--- src/rtl/gpio_fsel_pkg.sv ---
package gpio_fsel_pkg;

    localparam int FSEL_W  = 3;
    localparam int RATIO_W = 2;
    localparam int CNT_W   = RATIO_W;

    typedef enum logic [FSEL_W-1:0] {
        FN_INPUT  = 3'd0,
        FN_RSVD   = 3'd1,
        FN_TEMP   = 3'd2,
        FN_AMUTE  = 3'd3,
        FN_PLLCLK = 3'd4,
        FN_LOCK   = 3'd5,
        FN_LOW    = 3'd6,
        FN_HIGH   = 3'd7
    } pin_fn_e;

    typedef struct packed {
        logic drive;
        logic level;
    } pin_drv_t;

    // Count value at which a period of the given ratio code ends (ratio-1).
    function automatic logic [CNT_W-1:0] period_last(input logic [RATIO_W-1:0] code);
        return CNT_W'(code);
    endfunction

    // Number of PLL cycles the divided clock stays high for a ratio code.
    function automatic logic [CNT_W:0] high_cycles(input logic [RATIO_W-1:0] code);
        return (CNT_W+1)'((code + 1) >> 1) + ((code == '0) ? (CNT_W+1)'(1) : '0);
    endfunction

endpackage

--- src/rtl/gpio_clk_divider.sv ---
module gpio_clk_divider
    import gpio_fsel_pkg::*;
(
    input  logic               clk,
    input  logic               rst,
    input  logic [RATIO_W-1:0] ratio_code,
    output logic               clk_div,
    output logic               div_level,
    output logic               ratio_one
);

    logic [RATIO_W-1:0] act_code;
    logic [CNT_W-1:0]   cnt;
    logic [CNT_W-1:0]   cnt_nxt;
    logic               div_q;
    logic               period_end;

    assign period_end = (cnt == period_last(act_code));
    assign cnt_nxt    = cnt + CNT_W'(1);

    always_ff @(posedge clk) begin
        if (rst) begin
            act_code <= '0;
            cnt      <= '0;
            div_q    <= 1'b0;
        end else if (period_end) begin
            act_code <= ratio_code;
            cnt      <= '0;
            div_q    <= 1'b1;
        end else begin
            cnt      <= cnt_nxt;
            div_q    <= ({1'b0, cnt_nxt} < high_cycles(act_code));
        end
    end

    assign ratio_one = (act_code == '0);
    assign div_level = div_q;
    assign clk_div   = ratio_one ? clk : div_q;

endmodule

--- src/rtl/gpio_func_mux.sv ---
module gpio_func_mux
    import gpio_fsel_pkg::*;
(
    input  logic              three_wire,
    input  logic [FSEL_W-1:0] fsel,
    input  logic              invert,
    input  logic              temp_ok,
    input  logic              amute_act,
    input  logic              pll_locked,
    input  logic              clk_div,
    output pin_drv_t          drv
);

    pin_fn_e fn;
    logic    raw;
    logic    drives;

    assign fn = pin_fn_e'(fsel);

    always_comb begin
        raw    = 1'b0;
        drives = 1'b1;
        unique case (fn)
            FN_INPUT:  drives = 1'b0;
            FN_RSVD:   drives = 1'b0;
            FN_TEMP:   raw = temp_ok;
            FN_AMUTE:  raw = amute_act;
            FN_PLLCLK: raw = clk_div;
            FN_LOCK:   raw = pll_locked;
            FN_LOW:    raw = 1'b0;
            FN_HIGH:   raw = 1'b1;
            default:   drives = 1'b0;
        endcase
        if (three_wire) drives = 1'b0;
        drv.drive = drives;
        drv.level = drives & (raw ^ invert);
    end

endmodule

--- src/rtl/gpio_pin_ctrl.sv ---
module gpio_pin_ctrl
    import gpio_fsel_pkg::*;
(
    input  logic               clk_pll,
    input  logic               rst,
    input  logic               three_wire,
    input  logic [FSEL_W-1:0]  fsel,
    input  logic               invert,
    input  logic [RATIO_W-1:0] div_sel,
    input  logic               temp_ok,
    input  logic               amute_act,
    input  logic               pll_locked,
    output logic               pin_o,
    output logic               pin_oe
);

    logic     clk_div;
    logic     div_level;
    logic     div_one;
    pin_drv_t drv;

    gpio_clk_divider u_div (
        .clk        (clk_pll),
        .rst        (rst),
        .ratio_code (div_sel),
        .clk_div    (clk_div),
        .div_level  (div_level),
        .ratio_one  (div_one)
    );

    gpio_func_mux u_mux (
        .three_wire (three_wire),
        .fsel       (fsel),
        .invert     (invert),
        .temp_ok    (temp_ok),
        .amute_act  (amute_act),
        .pll_locked (pll_locked),
        .clk_div    (clk_div),
        .drv        (drv)
    );

    assign pin_o  = drv.level;
    assign pin_oe = drv.drive;

endmodule

--- config.mk ---
export PLATFORM = sky130hd
export DESIGN_NAME = gpio_pin_ctrl
export DESIGN_NICKNAME = d
export VERILOG_FILES = /design/src/rtl/gpio_fsel_pkg.sv /design/src/rtl/gpio_clk_divider.sv /design/src/rtl/gpio_func_mux.sv /design/src/rtl/gpio_pin_ctrl.sv
export SDC_FILE = /design/constraint.sdc
export NUM_CORES = 1
export LEC_CHECK = 0
export BUFFER_PORTS_ARGS = -buffer_cell sky130_fd_sc_hd__buf_2
export CAP_MARGIN = 25
export CORE_AREA = 2 2 39 41
export CTS_BUF_LIST = sky130_fd_sc_hd__clkbuf_4 sky130_fd_sc_hd__clkbuf_8 sky130_fd_sc_hd__clkbuf_16
export DETAILED_ROUTE_END_ITERATION = 12
export DIE_AREA = 0 0 41 43
export PLACE_DENSITY_LB_ADDON = 0.12
export SYNTH_ARGS = -nofsm -noshare
export SYNTH_HDL_FRONTEND = slang
export SYNTH_HIERARCHICAL = 1
export SYNTH_SLANG_ARGS = --single-unit
--- constraint.sdc ---
create_clock -name clk_pll -period 2.04 [get_ports clk_pll]
set_clock_uncertainty 0.1 [all_clocks]
set_input_delay 0.204 -clock clk_pll [delete_from_list [all_inputs] [get_ports clk_pll]]
set_output_delay 0.204 -clock clk_pll [all_outputs]
set_load 0.02 [all_outputs]
==> results.cfg <==
[outcome]
outcome = finished, violations left
violations = negative setup slack

[logic_synthesis]
ys_ff_latch = 5
yosysUniqueCellTypes = 22
ys_warn_count = 6
yosysSeqAreaShare_pct = 26.8
syn_inst = 42
synth_area_sq_um = 373
syn-num-nets = 58
synth_area_per_cell_sq_um = 8.88

[routing]
drt_wl_total_um = 859
drtPass1Iterations = 5
drt_iter0_drc = 4
drt_drc_violations_left = 0
detail_route.wl_per_cell_um = 10.3
vias = 371
ant_nets = 0
vias_per_cell = 4.47

[clock_network]
clk_latency_ns = 0.36
tritoncts = yes
clkTransAtPathRegs_ns = 0.04

[power]
fin_total_pwr_mw = 0.746
clkPwrFrac_pct = 40.7
vdd_drop_max_uv = 546
comb_power_share_pct = 35.4
internal_power_mw = 0.490
sw_frac_of_total_pct = 34.3
leakage_nw = 0.308
p_sw_mw = 0.256
power_density_nw_per_um2 = 1280
p_seq_share_pct = 23.9

[timing]
holdWs_ns = 0.390
setup_violations = 1
fin_ws_ns = -0.386
worstMarginPinSlew_ns = 0.231
relSlewSlack_pct = 84.6
grt_setup_unrepaired = yes
report.final.hold_viol_count = 0
final_max_slew_viol_count = 0

[floorplanning]
start_util_pct = 26.9
die_x_um = 41
die-area_sq_um = 1760
io_pins = 14
fp.coreArea_sq_um = 1380
die_h_um = 43
row_count = 14

[global_route]
grtUsageTotal_pct = 15.3
overflow = 0
grt_pass1_vias = 437
grt_max_degree = 7
antenna_found_initial = 0
grt_pass1_wl_um = 1580

[placement]
hpwl_um = 550
pre_cts_slack_ns = -0.155
dp_cells = 71
port_buffers = 13
placed_area_sq_um = 459
gp_congestion = 0.674

[worst_setup_path]
r2r_cells = 6
crit_path_end_kind = output port
path_max_fanout = 2
crit_type = clk2out
worstSetupStartpointType = clock port
cp.arrival_ns = 2.12
cp.required_ns = 1.74

[run]
drv_cap = 0

[finish]
design_area_sq_um = 581
drive_above_1_share_pct = 46.3
syn_to_final_growth_pct = 55.7
n_antenna_cell = 0
final_common_cell = buf_2
final_cell_mix = buf_2 (12), clkbuf_4 (7)
fin_nets = 83
stdcell_count = 83
fill_cells = 149

[hold_path]
min_path_type = reg2reg
holdPathStages = 2
kinds of logic (layout without fill, tap and decap cells):
family	Yosys count	in the layout	share of synthesized area (%)
compound gates	6	6	11.4
xor+xnor	3	3	9.06
fa+ha+maj	4	4	13.4
buf+inv	5	30	6.04
flops	5	5	26.8
mux	3	3	8.39
simple gates	16	16	24.8
path summary, 6_finish.rpt:
path / end / start / slack [ns]
max: pin_o / clk_pll / -0.39
min: u_div/act_code[1]$_SDFFE_PP0P_ / u_div/act_code[1]$_SDFFE_PP0P_ / 0.39
max reg2reg: u_div/div_level$_SDFF_PP0_ / u_div/act_code[0]$_SDFFE_PP0P_ / 0.65
min reg2reg: u_div/act_code[1]$_SDFFE_PP0P_ / u_div/act_code[1]$_SDFFE_PP0P_ / 0.39
Yosys cell counts:
cell	number	area (sq um)
o21ai_0	1	5.00
and3b_1	1	8.76
o31a_1	1	8.76
inv_1	4	15.0
ha_1	4	50.1
a21oi_1	2	10.0
or2b_1	1	7.51
xor2_1	2	17.5
xor2_2	1	16.3
a21oi_2	1	8.76
nor2_2	1	6.26
mux2i_1	2	20.0
nor3b_2	1	12.5
nor3_1	2	10.0
buf_4	1	7.51
mux2_2	1	11.3
nand2_1	4	15.0
o211a_1	1	10.0
nor2_1	3	11.3
nand3b_1	2	15.0
and3_1	1	6.26
dfxtp_1	5	100
stage by stage:
step                      utilization (%)  setup TNS [ns]
after floorplan                         -         -0.0617
after global placement               33.2          -0.155
after detailed placement             33.2          -0.155
after CTS                            41.8          -0.447
after global routing                 42.0          -0.446
final                                42.0          -0.386
flip-flops by register name, summed over array words and instances (netlist names):
register and count:
u_div/act_code 2, u_div/cnt 2, u_div/div_level 1
metal layers:
layer,vias to the layer above,global-route usage [%],wire (um)
li1,190,-,-
met1,156,16.0,394
met2,23,13.8,343
met3,2,19.9,110
met4,0,14.0,10
met5,-,0,0
worst max-delay path, stage by stage:
cell and delay (ns):
buf_8 0.09, mux2_4 0.25, nand3b_1 0.09, a21oi_2 0.07
buf_4 0.13, nor3_2 0.12, and3b_2 0.22, buf_6 0.13
power by group through the flow:
stage	Combinational (mW)	Clock, mW	Sequential (mW)
global placement	0.257	0.0431	0.176
global route	0.302	0.328	0.187
detailed placement	0.257	0.0431	0.177
CTS	0.265	0.305	0.176
floorplan	0.184	0.0416	0.180
finish	0.264	0.304	0.178
final cells by class:
| type | instances | area [sq um] | area share (%) |
|---|---|---|---|
| Clock buffer | 10 | 86.3 | 14.9 |
| Inverter | 4 | 15.0 | 2.59 |
| Multi-Input combinational cell | 32 | 260 | 44.8 |
| Sequential cell | 5 | 101 | 17.5 |
| Tap cell | 16 | 20.0 | 3.45 |
| Timing Repair Buffer | 16 | 97.6 | 16.8 |
repair_timing:
| action | in CTS | in global routing |
|---|---|---|
| pin swaps | 2 | 2 |
| endpoints found under the hold margin | 3 | 0 |
| endpoints found under the setup margin | 1 | 1 |
| hold buffers | 3 | 0 |
| setup buffers | 0 | 0 |
| gates resized for setup | 5 | 4 |
(Power assumes the default switching activity.)
